## config.mk

```make
export PLATFORM = sky130hd
export DESIGN_NAME = spi_eeprom_seq
export DESIGN_NICKNAME = d
export VERILOG_FILES = /design/src/rtl/eep_pkg.sv /design/src/rtl/eep_wake_timer.sv /design/src/rtl/eep_shift_engine.sv /design/src/rtl/spi_eeprom_seq.sv
export SDC_FILE = /design/constraint.sdc
export NUM_CORES = 1
export LEC_CHECK = 0
export BUFFER_PORTS_ARGS = -buffer_cell sky130_fd_sc_hd__buf_2
export CORE_AREA = 5 5 159 161
export DETAILED_ROUTE_END_ITERATION = 10
export DIE_AREA = 0 0 164 166
export GPL_TIMING_DRIVEN = 0
export PLACE_DENSITY = 0.53
export SYNTH_ARGS = -nofsm -noshare
export SYNTH_HDL_FRONTEND = slang
export SYNTH_SLANG_ARGS = --single-unit
```

## constraint.sdc

```tcl
create_clock -name clk_i -period 3.4 [get_ports clk_i]
set_input_delay 0.17 -clock clk_i [delete_from_list [all_inputs] [get_ports clk_i]]
set_output_delay 0.17 -clock clk_i [all_outputs]
set_load 0.01 [all_outputs]
```

## src/rtl/eep_pkg.sv

```systemverilog
package eep_pkg;
  typedef enum logic [2:0] {
    OP_WREN  = 3'd0,
    OP_WRDI  = 3'd1,
    OP_RDSR  = 3'd2,
    OP_WRSR  = 3'd3,
    OP_READ  = 3'd4,
    OP_WRITE = 3'd5
  } op_e;

  typedef enum logic [1:0] {FR_WEN, FR_MAIN, FR_POLL} frame_e;

  localparam logic [7:0] CMD_WREN  = 8'h06;
  localparam logic [7:0] CMD_WRDI  = 8'h04;
  localparam logic [7:0] CMD_RDSR  = 8'h05;
  localparam logic [7:0] CMD_WRSR  = 8'h01;
  localparam logic [7:0] CMD_READ  = 8'h03;
  localparam logic [7:0] CMD_WRITE = 8'h02;

  function automatic logic [7:0] cmd_of(op_e op);
    case (op)
      OP_WREN:  return CMD_WREN;
      OP_WRDI:  return CMD_WRDI;
      OP_RDSR:  return CMD_RDSR;
      OP_WRSR:  return CMD_WRSR;
      OP_READ:  return CMD_READ;
      default:  return CMD_WRITE;
    endcase
  endfunction

  function automatic logic is_mod(op_e op);
    return (op == OP_WRITE) || (op == OP_WRSR);
  endfunction
endpackage

```

## src/rtl/eep_wake_timer.sv

```systemverilog
module eep_wake_timer #(
  parameter int unsigned CYCLES = 1000
) (
  input  logic clk_i,
  input  logic rst_ni,
  output logic woke_o
);
  localparam int unsigned CW = $clog2(CYCLES + 1);

  logic [CW-1:0] cnt_q;

  always_ff @(posedge clk_i or negedge rst_ni) begin
    if (!rst_ni) begin
      cnt_q  <= '0;
      woke_o <= 1'b0;
    end else if (!woke_o) begin
      cnt_q <= cnt_q + 1'b1;
      if (cnt_q == CW'(CYCLES - 1)) woke_o <= 1'b1;
    end
  end
endmodule

```

## src/rtl/eep_shift_engine.sv

```systemverilog
module eep_shift_engine #(
  parameter int unsigned DIV = 2
) (
  input  logic       clk_i,
  input  logic       rst_ni,
  input  logic       start_i,
  input  logic [7:0] tx_i,
  output logic       busy_o,
  output logic       done_o,
  output logic [7:0] rx_o,
  output logic       sck_o,
  output logic       mosi_o,
  input  logic       miso_i
);
  localparam int unsigned DW = $clog2(DIV + 1);

  logic [DW-1:0] div_q;
  logic [3:0]    half_q;
  logic [7:0]    tx_q, rx_q;

  always_ff @(posedge clk_i or negedge rst_ni) begin
    if (!rst_ni) begin
      busy_o <= 1'b0;
      done_o <= 1'b0;
      sck_o  <= 1'b0;
      div_q  <= '0;
      half_q <= '0;
      tx_q   <= '0;
      rx_q   <= '0;
    end else begin
      done_o <= 1'b0;
      if (!busy_o) begin
        if (start_i) begin
          busy_o <= 1'b1;
          tx_q   <= tx_i;
          div_q  <= '0;
          half_q <= '0;
          sck_o  <= 1'b0;
        end
      end else if (div_q == DW'(DIV - 1)) begin
        div_q  <= '0;
        half_q <= half_q + 1'b1;
        if (!sck_o) begin
          sck_o <= 1'b1;
          rx_q  <= {rx_q[6:0], miso_i};  // sample at rising edge
        end else begin
          sck_o <= 1'b0;
          if (half_q == 4'd15) begin
            busy_o <= 1'b0;
            done_o <= 1'b1;
          end else begin
            tx_q <= {tx_q[6:0], 1'b0};   // next bit while clock low
          end
        end
      end else begin
        div_q <= div_q + 1'b1;
      end
    end
  end

  assign mosi_o = tx_q[7];
  assign rx_o   = rx_q;

  a_r2_mosi_hold: assert property (@(posedge clk_i) disable iff (!rst_ni)
    (sck_o && $past(sck_o)) |-> $stable(mosi_o));
  a_r2_sck_idle: assert property (@(posedge clk_i) disable iff (!rst_ni)
    !busy_o |-> !sck_o);
  a_r10_done_pulse: assert property (@(posedge clk_i) disable iff (!rst_ni)
    done_o |=> !done_o);
endmodule

```

## src/rtl/spi_eeprom_seq.sv

```systemverilog
module spi_eeprom_seq
  import eep_pkg::*;
#(
  parameter int unsigned ADDR_BITS = 16,
  parameter int unsigned MAX_BYTES = 4,
  parameter int unsigned CLK_DIV   = 2,
  parameter int unsigned CLK_HZ    = 250_000_000,
  parameter int unsigned WAKE_US   = 2100,
  localparam int unsigned LEN_W    = $clog2(MAX_BYTES)
) (
  input  logic                   clk_i,
  input  logic                   rst_ni,
  input  logic                   req_i,
  input  logic [2:0]             op_i,
  input  logic [ADDR_BITS-1:0]   addr_i,
  input  logic [LEN_W-1:0]       len_i,
  input  logic [8*MAX_BYTES-1:0] wdata_i,
  output logic                   ready_o,
  output logic                   done_o,
  output logic [8*MAX_BYTES-1:0] rdata_o,
  output logic                   sck_o,
  output logic                   mosi_o,
  output logic                   cs_no,
  input  logic                   miso_i
);
  localparam int unsigned WAKE_CYCLES = CLK_HZ / 1_000_000 * WAKE_US;
  localparam int unsigned AB = ADDR_BITS / 8;
  localparam int unsigned IW = $clog2(AB + MAX_BYTES + 2);
  localparam int unsigned GW = $clog2(CLK_DIV + 1);

  typedef enum logic [1:0] {S_IDLE, S_RUN, S_GAP} st_e;

  st_e                  st_q;
  op_e                  op_q;
  frame_e               frame_q;
  logic [ADDR_BITS-1:0] addr_q;
  logic [LEN_W-1:0]     len_q;
  logic [8*MAX_BYTES-1:0] wdata_q, rdata_q;
  logic [IW-1:0]        idx_q, flen;
  logic [GW-1:0]        gap_q;
  logic [7:0]           stat_q, tx_byte, eng_rx;
  logic                 kick_q, cs_q, done_q, woke, eng_busy, eng_done, has_addr;
  int                   data_idx;

  eep_wake_timer #(.CYCLES(WAKE_CYCLES)) u_wake (
    .clk_i(clk_i), .rst_ni(rst_ni), .woke_o(woke)
  );

  eep_shift_engine #(.DIV(CLK_DIV)) u_eng (
    .clk_i(clk_i), .rst_ni(rst_ni), .start_i(kick_q), .tx_i(tx_byte),
    .busy_o(eng_busy), .done_o(eng_done), .rx_o(eng_rx),
    .sck_o(sck_o), .mosi_o(mosi_o), .miso_i(miso_i)
  );

  assign has_addr = (frame_q == FR_MAIN) && (op_q == OP_READ || op_q == OP_WRITE);
  assign data_idx = int'(idx_q) - 1 - (has_addr ? int'(AB) : 0);

  always_comb begin
    case (frame_q)
      FR_WEN:  flen = IW'(1);
      FR_POLL: flen = IW'(2);
      default: begin
        case (op_q)
          OP_READ, OP_WRITE: flen = IW'(2 + AB) + IW'(len_q);
          OP_RDSR, OP_WRSR:  flen = IW'(2);
          default:           flen = IW'(1);
        endcase
      end
    endcase
  end

  always_comb begin
    tx_byte = 8'h00;
    if (idx_q == '0) begin
      case (frame_q)
        FR_WEN:  tx_byte = CMD_WREN;
        FR_POLL: tx_byte = CMD_RDSR;
        default: tx_byte = cmd_of(op_q);
      endcase
    end else if (has_addr && int'(idx_q) <= int'(AB)) begin
      tx_byte = 8'(addr_q >> (8 * (int'(AB) - int'(idx_q))));
    end else if (frame_q == FR_MAIN && is_mod(op_q)) begin
      for (int k = 0; k < int'(MAX_BYTES); k++)
        if (data_idx == k) tx_byte = wdata_q[8*k +: 8];
    end
  end

  always_ff @(posedge clk_i or negedge rst_ni) begin
    if (!rst_ni) begin
      st_q    <= S_IDLE;
      op_q    <= OP_WREN;
      frame_q <= FR_MAIN;
      addr_q  <= '0;
      len_q   <= '0;
      wdata_q <= '0;
      rdata_q <= '0;
      idx_q   <= '0;
      gap_q   <= '0;
      stat_q  <= '0;
      kick_q  <= 1'b0;
      cs_q    <= 1'b1;
      done_q  <= 1'b0;
    end else begin
      kick_q <= 1'b0;
      done_q <= 1'b0;
      case (st_q)
        S_IDLE: begin
          if (woke && req_i && op_i <= 3'd5) begin
            op_q    <= op_e'(op_i);
            addr_q  <= addr_i;
            len_q   <= len_i;
            wdata_q <= wdata_i;
            if (op_e'(op_i) == OP_READ || op_e'(op_i) == OP_RDSR) rdata_q <= '0;
            frame_q <= is_mod(op_e'(op_i)) ? FR_WEN : FR_MAIN;
            idx_q   <= '0;
            cs_q    <= 1'b0;
            kick_q  <= 1'b1;
            st_q    <= S_RUN;
          end
        end
        S_RUN: begin
          if (eng_done) begin
            if (frame_q == FR_POLL && idx_q == IW'(1)) stat_q <= eng_rx;
            if (frame_q == FR_MAIN && op_q == OP_RDSR && idx_q == IW'(1))
              rdata_q[7:0] <= eng_rx;
            if (frame_q == FR_MAIN && op_q == OP_READ)
              for (int k = 0; k < int'(MAX_BYTES); k++)
                if (data_idx == k) rdata_q[8*k +: 8] <= eng_rx;
            if (idx_q == flen - 1'b1) begin
              cs_q  <= 1'b1;
              gap_q <= '0;
              st_q  <= S_GAP;
            end else begin
              idx_q  <= idx_q + 1'b1;
              kick_q <= 1'b1;
            end
          end
        end
        default: begin
          gap_q <= gap_q + 1'b1;
          if (gap_q == GW'(CLK_DIV - 1)) begin
            idx_q <= '0;
            if (frame_q == FR_WEN ||
                (frame_q == FR_MAIN && is_mod(op_q)) ||
                (frame_q == FR_POLL && stat_q[0])) begin
              frame_q <= (frame_q == FR_WEN) ? FR_MAIN : FR_POLL;
              cs_q    <= 1'b0;
              kick_q  <= 1'b1;
              st_q    <= S_RUN;
            end else begin
              done_q <= 1'b1;
              st_q   <= S_IDLE;
            end
          end
        end
      endcase
    end
  end

  assign cs_no   = cs_q;
  assign done_o  = done_q;
  assign rdata_o = rdata_q;
  assign ready_o = woke && (st_q == S_IDLE);

  a_r1_quiet_until_wake: assert property (@(posedge clk_i) disable iff (!rst_ni)
    !woke |-> (cs_no && !ready_o));
  a_r3_sck_low_cs_high: assert property (@(posedge clk_i) disable iff (!rst_ni)
    cs_no |-> !sck_o);
  a_r3_start_inside_frame: assert property (@(posedge clk_i) disable iff (!rst_ni)
    kick_q |-> !cs_no);
  a_r7_done_after_idle_status: assert property (@(posedge clk_i) disable iff (!rst_ni)
    (done_o && is_mod(op_q)) |-> !stat_q[0]);
  a_r10_not_ready_in_frame: assert property (@(posedge clk_i) disable iff (!rst_ni)
    !cs_no |-> !ready_o);
endmodule

```

Word level (Yosys, flattened, before mapping):

Index checks and enable logic that the tools add are counted.

* register bits: 144
* input port bits: 57
* output and inout port bits: 37
* logic and storage cells: 202

* add/subtract/negate cells: 10
* magnitude comparators: 2
* equal/unequal tests: 33
* shift operators: 1
* multiplexer cells: 83
* bitwise gates (word level): 3
* reductions and logical operators: 45

Operators with widths (number)
* $mux W8: 17
* $mux W32: 4
* $pmux W32 S2: 1
* $logic_not A32 Y1: 1
* $shr A16 B32 Y8: 1
* $mux W1: 30
* $mux W2: 14
* $pmux W3 S2: 4
* $ne A2 B2 Y1 const B: 11
* $add A20 B1 Y20 const B: 1
* $eq A20 B20 Y1 const B: 1
* $reduce_and A4 Y1: 5
* $reduce_and A6 Y1: 3
* $pmux W3 S5: 1
* $eq A3 B2 Y1 const B: 4
* $eq A3 B3 Y1 const B: 4
* $mux W3: 4
* $mux W4: 3
* $pmux W2 S2: 3
* $logic_and A1 B1 Y1: 11
* $eq A5 B3 Y1 const B: 2
* $reduce_and A3 Y1: 3
* $eq A2 B1 Y1 const B: 4
* $reduce_bool A2 Y1: 4
* 25 further kinds: 41

Longest topological paths before layout:

* word-level depth: 15
* gate-level depth with buffers: 13

By module:

A second synthesis with hierarchy kept.

* cells, all modules: 648
* area, all modules: 6930.4 um2

By module, submodules not included
* spi_eeprom_seq: times used 1, cells an instance 489, area an instance 4817.1 um2, seq. area each 2454.9 um2
* eep_shift_engine: times used 1, cells an instance 80, area an instance 1124.8 um2, seq. area each 625.6 um2
* eep_wake_timer: times used 1, cells an instance 79, area an instance 988.4 um2, seq. area each 525.5 um2

Least setup slack after synthesis:

No wires, ideal clock.

* path kind: reg2reg
* start point: reg idx_q[0]
* end point: reg rdata_q[10] (netlist: rdata_o[10])
* setup time: 128 ps
* data arrival time: 3293 ps
* data required time: 3272 ps
* slack: -20 ps
* cell stages (with the launch flop): 14
* path buffers: 4
* period minus slack after synthesis: 3420 ps
* cells stage by stage: dfrtp_1 -> clkbuf_1 -> buf_1 -> inv_1 -> ha_1 -> ha_1 -> ha_1 -> or4_1 -> and3_1 -> buf_2 -> nand3_1 -> a21bo_1 -> buf_2 -> mux2_1

* word-level cells in the longest chain between the ends: 5

RTL lines
* start: declaration: RTL line spi_eeprom_seq.sv:39 `logic [IW-1:0] idx_q, flen;`
* start signal: assignment: RTL line spi_eeprom_seq.sv:134 `idx_q <= idx_q + 1'b1;`
* $sub A3 B1 Y4: RTL line spi_eeprom_seq.sv:56 `assign data_idx = int'(idx_q) - 1 - (has_addr ? int'(AB) : 0);`
* $sub A4 B3 Y5: RTL line spi_eeprom_seq.sv:56
* $eq A5 B2 Y1: RTL line spi_eeprom_seq.sv:128 `if (data_idx == k) rdata_q[8*k +: 8] <= eng_rx;`
* $ne A2 B2 Y1 (no source line)
* $reduce_and A6 Y1 (no source line)
* end signal: indexed assignment: RTL line spi_eeprom_seq.sv:128
* end: declaration: RTL line spi_eeprom_seq.sv:38 `logic [8*MAX_BYTES-1:0] wdata_q, rdata_q;`

No other way between the ends.
A chain may end at the register's enable or synchronous reset.

Worst setup path after layout:

* start point: reg idx_q[1]
* end point: reg rdata_q[22] (netlist: rdata_o[22])

* word-level cells in the longest chain between the ends: 5

RTL lines (RTL line)
* $sub A3 B1 Y4: spi_eeprom_seq.sv:56
* $sub A4 B3 Y5: spi_eeprom_seq.sv:56
* $eq A5 B3 Y1: spi_eeprom_seq.sv:128
* $ne A2 B2 Y1 (no source line)
* $reduce_and A6 Y1 (no source line)

No other way between the ends.

==> out/results.tsv <==
metric	value	unit
reg2reg_to	rdata_o[22]	
first_pass_iters	4	
powerDensity	422	nW/um^2
crit_cells	12	
drv_slew	0	
routedWlPerCell	16.1	um
netSwitchingFraction	22.0	%
rrSetupSlack	0.18	ns
required	3.70	ns
diodes	0	
via_per_inst	4.68	
yosysUniqueCellTypes	74	
area_growth	29.9	%
hold_path_depth	2	
synth_area	6970	um^2
cap_viol_max_count	0	
synthFlopType	dfrtp_1	
hp-start	addr_i[0]	
period_needed	3.22	ns
syn_nets	655	
utilization	38.0	%
fin_nets	821	
final_hold_viol_count	0	
dieArea	27200	um^2
worstSetupStartpointType	register	
fin_cells	1090	
syn-instance-count	587	
cts-root-buf	clkbuf_16	
outcome	completed	
dp_hpwl	12300	um
antenna_left	0	
gp_congestion	0.828	
io_pins	94	
setup_violations	0	
yosys_warnings	0	
worstSetupEndpointType	register	
cts.sink_count	144	
maxSlewHeadroom	43.0	%
power	3.82	mW
clkPwrFrac	51.6	%
path_class	register to register	
slowest_stage	or4_1	
path_cells	buf_2, inv_1, ha_1, ha_1, ha_1, or4_1, and3_1, buf_2, nand4_1, a21bo_1, buf_4, mux2_2	
finalClockSkew	0.00935	ns
die_w	164	um
cp.arrival	3.52	ns
synth.ff_latch_count	144	
grt_max_degree	94	
synth-seq-area-share	51.7	%
internal_power	2.98	mW
coreArea	23800	um^2
synth_edf_count	0	
cts_max_level	4	
die_h	166	um
power.switching	0.840	mW
grt_usage	13.2	%
num_rows	57	
synthArstFlopShare	100	%
path_common_cell	ha_1	
leakagePower	4.34	nW
antenna_found_initial	0	
p_comb_share	3.3	%
clk_pin_slew	0.06	ns
worstPathBufferInverterCount	4	
p_seq_share	45.1	%
port_buffers	93	
min_period_over_period	94.7	%
slowest_delay	0.39	ns
grt_pass1_vias	5254	
drive_above_1_share	31.1	%
critPathMaxFanout	10	
avgSynthCellArea	11.9	um^2
ir_drop	0.000312	V
cts_buffers	17	
r2r-start	idx_q[1]	
insertion_delay	0.42	ns
tightest_slew	0.851	ns
drc_errors	0	
cp_top_family	adder cells	
drt-total-wl	17500	um
drt-initial-drc-count	262	
grt_pass1_wl	28600	um
fmax	0.310	GHz
grt_overflow_total	0	
reg2reg_depth	12	
vias	5102	
initial_core_util	29.3	%
hold_path_class	primary input to register	
cts_tree	built	
dp.cells	1005	
rsz0062_at_grt	false	
clock_path_buffers	2	
hold_end	addr_q[0]	
==> worst max path at each step <==
stage                         from          end  slack, ns
after floorplan           idx_q[0]  rdata_o[10]       0.18
after global placement    idx_q[0]  rdata_o[10]      -0.59
after detailed placement  idx_q[0]   rdata_o[8]      -0.53
after CTS                 idx_q[0]  rdata_o[12]      0.001
after global routing      idx_q[1]  rdata_o[20]       0.04
final                     idx_q[1]  rdata_o[22]       0.18
==> placed cells by master, fill, tap and decap left out, types with 5 or more instances in the layout <==
| cell type | count |
|---|---|
| buf_2 | 103 |
| xor2_1 | 7 |
| a31oi_1 | 5 |
| mux2i_1 | 9 |
| clkbuf_1 | 15 |
| dlygate4sd3_1 | 50 |
| buf_4 | 6 |
| o21a_1 | 5 |
| a22o_1 | 12 |
| o21ai_0 | 13 |
| nand2_1 | 40 |
| a21oi_1 | 8 |
| nor2b_1 | 10 |
| ha_1 | 11 |
| nand4_1 | 12 |
| nor2_1 | 22 |
| mux2_4 | 8 |
| clkbuf_16 | 17 |
| dfrtp_1 | 141 |
| and3_1 | 13 |
| nand2b_1 | 13 |
| xnor2_1 | 19 |
| inv_1 | 13 |
| o211ai_1 | 8 |
| mux2_1 | 9 |
| nand3_1 | 17 |
| mux2_2 | 73 |
| nor3_1 | 6 |
==> stage by stage <==
step / hold WS (ns) / cell area [um^2] / setup slack [ns] / setup TNS, ns
finish: 0.0159 / 9060 / 0.179 / 0
global route: 0.000817 / 9060 / 0.0403 / 0
CTS: 0.000136 / 8990 / 0.00143 / 0
detailed placement: 0.163 / 7880 / -0.534 / -14.14
global placement: 0.402 / 7850 / -0.586 / -30.43
floorplan: -0.126 / 6970 / 0.181 / 0
==> synthesized netlist by cell type, types with 5 or more instances <==
master / instances / share of area, %
inv_1: 13 / 0.70
nand2_1: 40 / 2.2
clkbuf_1: 15 / 0.81
mux2_2: 73 / 12
a31oi_1: 5 / 0.45
nor2_1: 22 / 1.2
a21oi_1: 8 / 0.57
nand3_1: 17 / 1.2
o21ai_0: 13 / 0.93
ha_1: 11 / 2.0
dfrtp_1: 142 / 51
o21a_1: 5 / 0.54
mux2i_1: 9 / 1.3
a22o_1: 12 / 1.5
nand4_1: 12 / 1.1
o211ai_1: 8 / 0.86
mux2_1: 9 / 1.5
nor3_1: 6 / 0.43
xor2_1: 7 / 0.88
mux2_4: 8 / 1.7
and3_1: 13 / 1.2
nand2b_1: 13 / 1.2
buf_2: 12 / 0.86
nor2b_1: 10 / 0.90
xnor2_1: 19 / 2.4
==> timing repair <==
action / CTS / global route
hold buffers: 47 / 3
hold endpoints to repair: 97 / 3
gates resized for setup: 5 / 4
pin swaps: 0 / 0
setup endpoints to repair: 40 / 24
buffers inserted: 0 / 4
==> state kept, by name, summed over array words and instances, names as in the netlist, 3 cells and up <==
| register | cells |
|---|---|
| op_q | 3 |
| wdata_q | 32 |
| idx_q | 3 |
| u_wake.cnt_q | 20 |
| u_eng.half_q | 4 |
| u_eng.tx_q | 8 |
| addr_q | 16 |
| u_eng.rx_o | 8 |
| rdata_o | 32 |
==> kinds of logic after synthesis <==
| kind of cell | Yosys count | synth area share, % |
|---|---|---|
| AND/OR/NAND/NOR | 160 | 12.4 |
| adder cells (fa/ha/maj) | 11 | 1.97 |
| buffers and inverters | 44 | 2.69 |
| AO/OA/AOI/OAI | 102 | 11.4 |
| flip-flops | 144 | 51.7 |
| XOR/XNOR | 27 | 3.50 |
| multiplexers | 99 | 16.3 |
==> final cells by class <==
class,instances,area (um^2)
Inverter,13,48.8
Tap cell,324,405
Sequential cell,144,3610
Buffer,30,146
Clock buffer,20,447
Fill cell,2406,14800
Multi-Input combinational cell,399,3200
Timing Repair Buffer,148,1030
Clock inverter,12,174
==> power groups by stage <==
| stage | clock network, mW | logic, mW | registers (mW) |
|---|---|---|---|
| after global placement | 0 | 0.0806 | 1.76 |
| after floorplan | 0 | 0.00712 | 1.75 |
| final | 1.97 | 0.126 | 1.72 |
| after CTS | 2.03 | 0.127 | 1.72 |
| after global routing | 2.12 | 0.142 | 1.72 |
| after detailed placement | 0 | 0.0851 | 1.75 |
==> routing by layer <==
metal | vias up | global-route usage [%] | wire, um
met2 | 87 | 20.3 | 8390
met4 | 0 | 4.67 | 323
met5 | - | 0 | 0
met3 | 21 | 2.63 | 438
met1 | 2511 | 18.6 | 8390
li1 | 2483 | - | -
(Power assumes the default switching activity.)
